[config.mk]
export PLATFORM = sky130hd
export DESIGN_NAME = mbx_rx_track
export DESIGN_NICKNAME = d
export VERILOG_FILES = /design/src/rtl/mbx_rx_pkg.sv /design/src/rtl/mbx_flag_bank.sv /design/src/rtl/mbx_mask_bank.sv /design/src/rtl/mbx_reg_dec.sv /design/src/rtl/mbx_rx_track.sv
export SDC_FILE = /design/constraint.sdc
export NUM_CORES = 1
export LEC_CHECK = 0
export BUFFER_PORTS_ARGS = -buffer_cell sky130_fd_sc_hd__buf_2
export CAP_MARGIN = 30
export CORE_MARGIN = 3
export CORE_UTILIZATION = 45
export DETAILED_ROUTE_END_ITERATION = 16
export PLACE_DENSITY = 0.71
export SYNTH_ARGS = -nofsm -noshare
export SYNTH_HDL_FRONTEND = slang
export SYNTH_SLANG_ARGS = --single-unit
[constraint.sdc]
create_clock -name clk_i -period 1.8 [get_ports clk_i]
set_input_delay 0.36 -clock clk_i [delete_from_list [all_inputs] [get_ports clk_i]]
set_output_delay 0.36 -clock clk_i [all_outputs]
set_load 0.005 [all_outputs]
[src/rtl/mbx_rx_pkg.sv]
package mbx_rx_pkg;
  // upper two select bits pick the function, lower bits pick the bank
  typedef enum logic [1:0] {
    FN_PEND = 2'd0,
    FN_UNRD = 2'd1,
    FN_MASK = 2'd2,
    FN_NONE = 2'd3
  } reg_fn_e;
endpackage

[src/rtl/mbx_flag_bank.sv]
module mbx_flag_bank #(
  parameter int W = 16
) (
  input  logic         clk_i,
  input  logic         rst_ni,
  input  logic [W-1:0] evt_i,
  input  logic [W-1:0] is_tx_i,
  input  logic [W-1:0] pend_clr_i,
  input  logic [W-1:0] unrd_clr_i,
  output logic [W-1:0] pend_o,
  output logic [W-1:0] unrd_o
);
  logic [W-1:0] pend_q, unrd_q, rx_hit;

  assign rx_hit = evt_i & ~is_tx_i;

  // set beats clear; overwrite judged on pending before this event
  always_ff @(posedge clk_i or negedge rst_ni) begin
    if (!rst_ni) begin
      pend_q <= '0;
      unrd_q <= '0;
    end else begin
      pend_q <= (pend_q & ~pend_clr_i) | rx_hit;
      unrd_q <= (unrd_q & ~unrd_clr_i) | (rx_hit & pend_q);
    end
  end

  assign pend_o = pend_q;
  assign unrd_o = unrd_q;
endmodule

[src/rtl/mbx_mask_bank.sv]
module mbx_mask_bank #(
  parameter int W = 16
) (
  input  logic         clk_i,
  input  logic         rst_ni,
  input  logic         we_i,
  input  logic [W-1:0] wdata_i,
  output logic [W-1:0] mask_o
);
  logic [W-1:0] mask_q;

  always_ff @(posedge clk_i or negedge rst_ni) begin
    if (!rst_ni)   mask_q <= '1;
    else if (we_i) mask_q <= wdata_i;
  end

  assign mask_o = mask_q;
endmodule

[src/rtl/mbx_reg_dec.sv]
module mbx_reg_dec
  import mbx_rx_pkg::*;
#(
  parameter int NUM_BANK = 2,
  parameter int REG_W    = 16,
  parameter int BANK_W   = 1,
  parameter int SEL_W    = 3,
  localparam int TOT_W   = NUM_BANK * REG_W
) (
  input  logic [SEL_W-1:0]    sel_i,
  input  logic                we_i,
  input  logic [REG_W-1:0]    wdata_i,
  input  logic [TOT_W-1:0]    pend_i,
  input  logic [TOT_W-1:0]    unrd_i,
  input  logic [TOT_W-1:0]    mask_i,
  output logic [TOT_W-1:0]    pend_clr_o,
  output logic [TOT_W-1:0]    unrd_clr_o,
  output logic [NUM_BANK-1:0] mask_we_o,
  output logic [REG_W-1:0]    rdata_o
);
  reg_fn_e          fn;
  logic [BANK_W-1:0] bank;
  logic              bank_ok;

  always_comb begin
    fn         = reg_fn_e'(sel_i[SEL_W-1 -: 2]);
    bank       = sel_i[BANK_W-1:0];
    bank_ok    = (int'(bank) < NUM_BANK);
    pend_clr_o = '0;
    unrd_clr_o = '0;
    mask_we_o  = '0;
    rdata_o    = '0;
    if (bank_ok) begin
      unique case (fn)
        FN_PEND: begin
          rdata_o = pend_i[bank*REG_W +: REG_W];
          if (we_i) pend_clr_o[bank*REG_W +: REG_W] = wdata_i;
        end
        FN_UNRD: begin
          rdata_o = unrd_i[bank*REG_W +: REG_W];
          if (we_i) unrd_clr_o[bank*REG_W +: REG_W] = wdata_i;
        end
        FN_MASK: begin
          rdata_o = mask_i[bank*REG_W +: REG_W];
          if (we_i) mask_we_o[bank] = 1'b1;
        end
        default: ;
      endcase
    end
  end
endmodule

[src/rtl/mbx_rx_track.sv]
module mbx_rx_track #(
  parameter int NUM_MBX = 32,
  parameter int REG_W   = 16,
  localparam int NUM_BANK = NUM_MBX / REG_W,
  localparam int BANK_W   = (NUM_BANK > 1) ? $clog2(NUM_BANK) : 1,
  localparam int SEL_W    = BANK_W + 2
) (
  input  logic               clk_i,
  input  logic               rst_ni,
  input  logic [NUM_MBX-1:0] rx_evt_i,
  input  logic [NUM_MBX-1:0] mbx_is_tx_i,
  input  logic [SEL_W-1:0]   reg_sel_i,
  input  logic               reg_we_i,
  input  logic [REG_W-1:0]   reg_wdata_i,
  output logic [REG_W-1:0]   reg_rdata_o,
  output logic               irq_o
);
  logic [NUM_MBX-1:0]  pend_q, unrd_q, mask_q;
  logic [NUM_MBX-1:0]  pend_clr, unrd_clr;
  logic [NUM_BANK-1:0] mask_we;

  mbx_reg_dec #(
    .NUM_BANK(NUM_BANK), .REG_W(REG_W), .BANK_W(BANK_W), .SEL_W(SEL_W)
  ) u_dec (
    .sel_i     (reg_sel_i),
    .we_i      (reg_we_i),
    .wdata_i   (reg_wdata_i),
    .pend_i    (pend_q),
    .unrd_i    (unrd_q),
    .mask_i    (mask_q),
    .pend_clr_o(pend_clr),
    .unrd_clr_o(unrd_clr),
    .mask_we_o (mask_we),
    .rdata_o   (reg_rdata_o)
  );

  for (genvar b = 0; b < NUM_BANK; b++) begin : g_bank
    mbx_flag_bank #(.W(REG_W)) u_flags (
      .clk_i     (clk_i),
      .rst_ni    (rst_ni),
      .evt_i     (rx_evt_i[b*REG_W +: REG_W]),
      .is_tx_i   (mbx_is_tx_i[b*REG_W +: REG_W]),
      .pend_clr_i(pend_clr[b*REG_W +: REG_W]),
      .unrd_clr_i(unrd_clr[b*REG_W +: REG_W]),
      .pend_o    (pend_q[b*REG_W +: REG_W]),
      .unrd_o    (unrd_q[b*REG_W +: REG_W])
    );
    mbx_mask_bank #(.W(REG_W)) u_mask (
      .clk_i  (clk_i),
      .rst_ni (rst_ni),
      .we_i   (mask_we[b]),
      .wdata_i(reg_wdata_i),
      .mask_o (mask_q[b*REG_W +: REG_W])
    );
  end

  assign irq_o = |(pend_q & ~mask_q);
endmodule

After elaboration in Yosys (flattened, before gate mapping)
Cells that the tools add are included.
{ "word_totals": {"regBits": 96, "mem_count": 0, "latchBits": 0, "romBits": 0, "word_cells": 48, "ram_bits": 0} }
{ "op_classes": {"n_mul": 0, "n_bitwise": 21, "div": 0, "mux": 8, "reduce_logical": 3, "addsub": 1, "magnitude_cmp": 2, "eq_ne": 2, "shifts": 5} }
{ "op_table": {"columns": ["operator", "n"], "rows": [
  ["AND 16 bit", 8],
  ["2-to-1 mux 32 bit", 3],
  ["NOT 16 bit", 6],
  ["indexed part select 32 x 6 -> 16 bit", 3],
  ["AND 32 bit", 2],
  ["bitwise OR 16 bit", 4],
  ["case mux 16 bit (3 select lines)", 1],
  ["negator 5 -> 34 bit", 1],
  ["variable shift 16 x 34 -> 32 bit, first input constant", 1],
  ["indexed part select 16 x 34 -> 32 bit", 1],
  ["NOT 32 bit", 1],
  ["OR reduction 32 bit", 1],
  ["2-to-1 mux 2 bit", 2],
  ["equality test 2 x 1 -> 1 bit, second input constant", 1],
  ["equality test 2 bit, second input constant", 1],
  ["zero test 2 bit", 1],
  ["< comparator 1 x 2 -> 1 bit, second input constant", 1],
  ["demux 1 bit (select 1 bit)", 1],
  [">= comparator 1 bit, second input constant", 1],
  ["logical AND 1 bit", 1],
  ["2-to-1 mux 1 bit", 1]
]} }

Logic depth before layout (Yosys ltp)
{ "depth": {"ltp_word": 8, "depth_mapped": 8, "ltp_nobuf": 5} }

Hierarchy
From an unflattened synthesis, not the netlist that was laid out.
{ "unflattened": {"cells_unflattened": 519, "hier_area_um2": 5629.1} }
{ "by_module_without_submodules": {"columns": ["mod", "area_each_um2", "n_inst", "seq_area_each_um2", "cells_per_inst"], "rows": [
  ["mbx_flag_bank", 1341.3, 2, 800.8, 112],
  ["mbx_reg_dec", 1356.3, 1, 0.0, 174],
  ["mbx_mask_bank", 669.4, 2, 420.4, 34],
  ["mbx_rx_track", 251.5, 1, 0.0, 53]
]} }

Worst setup path after synthesis
No wires, ideal clock.
{ "synth_timing": {"path_type": "input -> output", "start": "in reg_sel_i[1]", "end": "out reg_rdata_o[0]", "t_arrival_ns": 1.360, "slack_ns": 0.080, "required_time_ns": 1.440, "stages": 5, "n_path_buf": 1, "cell_sequence": "inv_1 > ha_1 > clkbuf_1 > a211oi_1 > a211oi_1"} }
{ "synth_via": {"elab_chain_len": 2, "elab_cells_between_ends": 4, "classes_between": "2 x eq/ne; 1 x mux; 1 x reduce/logical"} }
{ "synth_lines": {"columns": ["item", "line_no", "text"], "rows": [
  ["start: declaration", "mbx_rx_track.sv:12", "input logic [SEL_W-1:0] reg_sel_i,"],
  ["equality test 2 bit, or another cell as far along", "mbx_reg_dec.sv:34", "unique case (fn)"],
  ["case mux 16 bit (3 select lines) *", "mbx_reg_dec.sv:34", null],
  ["end: declaration", "mbx_rx_track.sv:15", "output logic [REG_W-1:0] reg_rdata_o,"]
]} }
Mark *: on every way between the ends. The rest lies on a longest branch, timed or not.

Worst setup path after layout
{ "layout_timing": {"start": "reg g_bank[1].u_mask.mask_q[14]", "end": "out reg_rdata_o[14]"} }
{ "layout_via": {"elab_chain_len": 2} }
{ "layout_lines": {"columns": ["item", "line_no", "text"], "rows": [
  ["start: declaration", "mbx_mask_bank.sv:10", "logic [W-1:0] mask_q;"],
  ["start signal: assignment", "mbx_mask_bank.sv:14", "else if (we_i) mask_q <= wdata_i;"],
  ["indexed part select 32 x 6 -> 16 bit", "mbx_reg_dec.sv:44", "rdata_o = mask_i[bank*REG_W +: REG_W];"],
  ["case mux 16 bit (3 select lines)", "mbx_reg_dec.sv:34", null]
]} }
No other way between the ends.

==> qor.json <==
{
  "status": "finished with violations",
  "failed_checks": "negative setup slack",
  "synth_flop_type": "sky130_fd_sc_hd__dfrtp_1",
  "drive_above_1_share_pct": 51.5,
  "timing_hold_violations_final": 0,
  "critPathRequiredTime_ns": 1.44,
  "netlist_top_cells_count": "66 x sky130_fd_sc_hd__inv_1, 64 x sky130_fd_sc_hd__dfrtp_1, 52 x sky130_fd_sc_hd__mux2_2",
  "number_of_enable_flip_flop_cells_after_synthesis": 0,
  "synthesis.area_per_instance_um2": 10.9,
  "pin_count": 103,
  "fp-row-count": 38,
  "fill_cells": 851,
  "critPathMaxStageDelay_ns": 0.58,
  "synth_seq_area_share_pct": 47.4,
  "cts_tree": "done",
  "post-route-min-period_ns": 2.01,
  "whs_path_depth": 2,
  "synth.ff_latch_count": 96,
  "holdCritPathClass": "in -> reg",
  "timing.final.max_slew_violations": 0,
  "rrSetupSlack_ns": 0.93,
  "cts_root_buffer": "sky130_fd_sc_hd__clkbuf_16",
  "synth_nets": 565,
  "cts_made_buffers": 9,
  "drcViolationCount": 0,
  "hpwl_after_detailed_placement_um": 10500,
  "worstHoldEndpoint": "g_bank[0].u_flags.pend_o[3]",
  "multiInputGateArea_um2": 2600,
  "post_synth_fa_ha_maj_area_fraction_pct": 1.21,
  "crit_type": "reg -> out",
  "worst_path_dominant_cell_family": "flip-flops",
  "number_of_antenna_violating_nets_in_the_routed_design": 0,
  "detailedRoute.firstPassIterationCount": 5,
  "grt_pass1_wl_um": 25000,
  "grt_util_all_layers_pct": 25.0,
  "cts.sinks": 96,
  "cap_viol_max_count": 0,
  "synth_top_area_cell": "sky130_fd_sc_hd__dfrtp_1",
  "post_synth_mux_area_share_pct": 14.7,
  "finalSetupViolations": 15,
  "crit-reg2reg-capture": "g_bank[1].u_flags.unrd_o[15]",
  "worstReg2RegStart": "g_bank[1].u_flags.unrd_o[15]",
  "post-synth-top-count-cell": "sky130_fd_sc_hd__inv_1",
  "r2r_cells": 2,
  "routed_wl_um": 15700,
  "clkSlewWorstSetupHoldPaths_ns": 0.07,
  "dp_worst_setup_slack_ns": -0.173,
  "antenna_cells": 0,
  "core-area_um2": 11000,
  "synth_xor_xnor_area_share_pct": 0,
  "max_slew_margin_pct": 79.1,
  "rsz0062_at_grt": "true",
  "netlist-cell-type-count": 28,
  "worst-slew-pin-transition_ns": 0.313,
  "power.ir.vdd_worst_uv": 406,
  "finish.utilization_pct": 63.0,
  "synth.cell_area_um2": 5150,
  "drt-vias-per-instance": 5.81,
  "power.density_cell_area_nw_per_um2": 912,
  "achievable-frequency_ghz": 0.498,
  "syn-instance-count": 474,
  "worst-path-stages": 4,
  "synth_simple_gate_area_share_pct": 5.42,
  "chipHeight_um": 113,
  "synth_top_family_by_area": "compound AO/OA/AOI/OAI gates",
  "clk-insertion-delay-late_ns": 0.35,
  "synth.yosys.warnings": 0,
  "arrival_ns": 1.65,
  "final_critical_path_setup_slack_ns": -0.208,
  "dr_total_vias": 4405,
  "ys_top_cells_by_area": "sky130_fd_sc_hd__dfrtp_1 31%, sky130_fd_sc_hd__dfstp_2 16%, sky130_fd_sc_hd__mux2_2 11%",
  "grt_antenna_before_repair": 1,
  "synth_area_in_compound_gates_pct": 22.8,
  "gp_routability_congestion": 0.784,
  "vias_in_the_first_global_route": 4681,
  "skew_final_ns": 0.00793,
  "effective_utilization_at_floorplan_pct": 46.7,
  "grt_remaining_overflow": 0,
  "drtIter0Drc": 277,
  "critical_path_fanouts_max": 3,
  "grt_max_degree": 32,
  "area_growth_syn_to_layout_pct": 34.9,
  "holdCritStartpoint": "rx_evt_i[3]",
  "critical_path.endpoint_type": "primary output",
  "dieArea_um2": 12800,
  "width_of_the_die_um": 113,
  "routedWlPerCell_um": 20.7,
  "period_share_pct": 112,
  "finalNetCount": 705,
  "h-tree-depth": 3,
  "share_of_flip_flops_with_an_asynchronous_set_or_reset_pct": 100,
  "area.sequential_um2": 2440,
  "type_of_origin_of_the_critical_path": "flip-flop",
  "port_buffers": 102,
  "worst_path_max_delay_cell": "sky130_fd_sc_hd__dfstp_2",
  "synth_top_area_share_pct": 31.1,
  "whs_ns": 0.227,
  "max-clock-path-buffers": 2,
  "leakagePower_nw": 3.17,
  "critical_path.n_buffers_inverters": 1,
  "crit_chain": "a22oi_2 -> mux4_2 -> nor2_1 -> buf_2"
}
layout by cell type, fill, tap and decap left out, types with 7 or more instances in the layout:
master | synthesis | routed
sky130_fd_sc_hd__a211oi_2 | 0 | 24
sky130_fd_sc_hd__a21o_1 | 32 | 32
sky130_fd_sc_hd__a21oi_1 | 32 | 32
sky130_fd_sc_hd__a22oi_2 | 0 | 15
sky130_fd_sc_hd__a32o_1 | 32 | 32
sky130_fd_sc_hd__buf_12 | 1 | 10
sky130_fd_sc_hd__buf_2 | 9 | 99
sky130_fd_sc_hd__buf_4 | 6 | 34
sky130_fd_sc_hd__buf_6 | 4 | 7
sky130_fd_sc_hd__clkbuf_16 | 0 | 9
sky130_fd_sc_hd__dfrtp_1 | 64 | 64
sky130_fd_sc_hd__dfstp_2 | 32 | 32
sky130_fd_sc_hd__inv_1 | 66 | 60
sky130_fd_sc_hd__mux2_2 | 52 | 37
sky130_fd_sc_hd__mux2_4 | 10 | 25
sky130_fd_sc_hd__nand2_1 | 32 | 32
sky130_fd_sc_hd__nor2_1 | 16 | 16
sky130_fd_sc_hd__o22ai_1 | 16 | 13
state kept, by name, summed over array words and instances, names as in the netlist:
signal	cells
g_bank.u_flags.pend_o	32
g_bank.u_flags.unrd_o	32
g_bank.u_mask.mask_o	32
what timing repair did:
item	CTS	global route
endpoints found under the setup margin	17	17
gates cloned	5	0
hold buffers	1	0
resized for setup	73	21
buffers inserted	8	4
pin swaps	18	14
hold endpoints to repair	13	0
worst max path at each step:
| stage | end | slack (ns) | from |
|---|---|---|---|
| 6_report | reg_rdata_o[14] | -0.21 | g_bank[1].u_mask.mask_o[14] |
| 5_1_grt | reg_rdata_o[14] | -0.28 | g_bank[1].u_mask.mask_o[14] |
| 4_1_cts | irq_o | -0.22 | g_bank[1].u_mask.mask_o[13] |
| 3_5_place_dp | reg_rdata_o[2] | -0.17 | reg_sel_i[1] |
| 3_3_place_gp | reg_rdata_o[3] | -0.14 | reg_sel_i[1] |
| 2_1_floorplan | reg_rdata_o[0] | 0.08 | reg_sel_i[1] |
final cells by class:
cell class	instances	area share, %
Clock buffer	11	3.35
Clock inverter	4	1.37
Inverter	66	3.60
Multi-Input combinational cell	286	37.4
Sequential cell	96	35.1
Tap cell	140	2.52
Timing Repair Buffer	155	16.6
power breakdown:
part / internal [W] / switching, W
Clock: 0.00135 / 0.000796
Combinational: 0.000797 / 0.000650
Sequential: 0.00254 / 0.000212
per-stage QoR:
step           instance area (um2)  TNS (ns)  cells  power, W
2_1_floorplan                 5150         0    474   0.00339
6_report                      6950     -1.07    758   0.00634
4_1_cts                       6830    -0.758    754   0.00627
5_1_grt                       6950     -1.87    758   0.00659
3_3_place_gp                  5990     -1.93    725   0.00382
3_5_place_dp                  5990     -3.14    725   0.00387
cell families (layout without fill, tap and decap cells):
group                      count (synthesis)  after routing
muxes                                     63             63
DFF                                       96             96
adders and majority gates                  5              5
AOI/OAI and AO/OA                        159            159
buffers and inverters                     92            236
and+or+nand+nor                           59             59
routing by layer:
metal / share of wire, % / GRT usage [%] / vias to the layer above / wire (um)
met4: 1.5 / 9.13 / 2 / 241
li1: - / - / 2007 / -
met1: 43 / 32.7 / 2199 / 6670
met3: 5.8 / 4.81 / 22 / 905
met2: 50 / 41.5 / 175 / 7850
met5: 0.070 / 0 / - / 11
No activity file was read; power rests on OpenSTA's default activity.
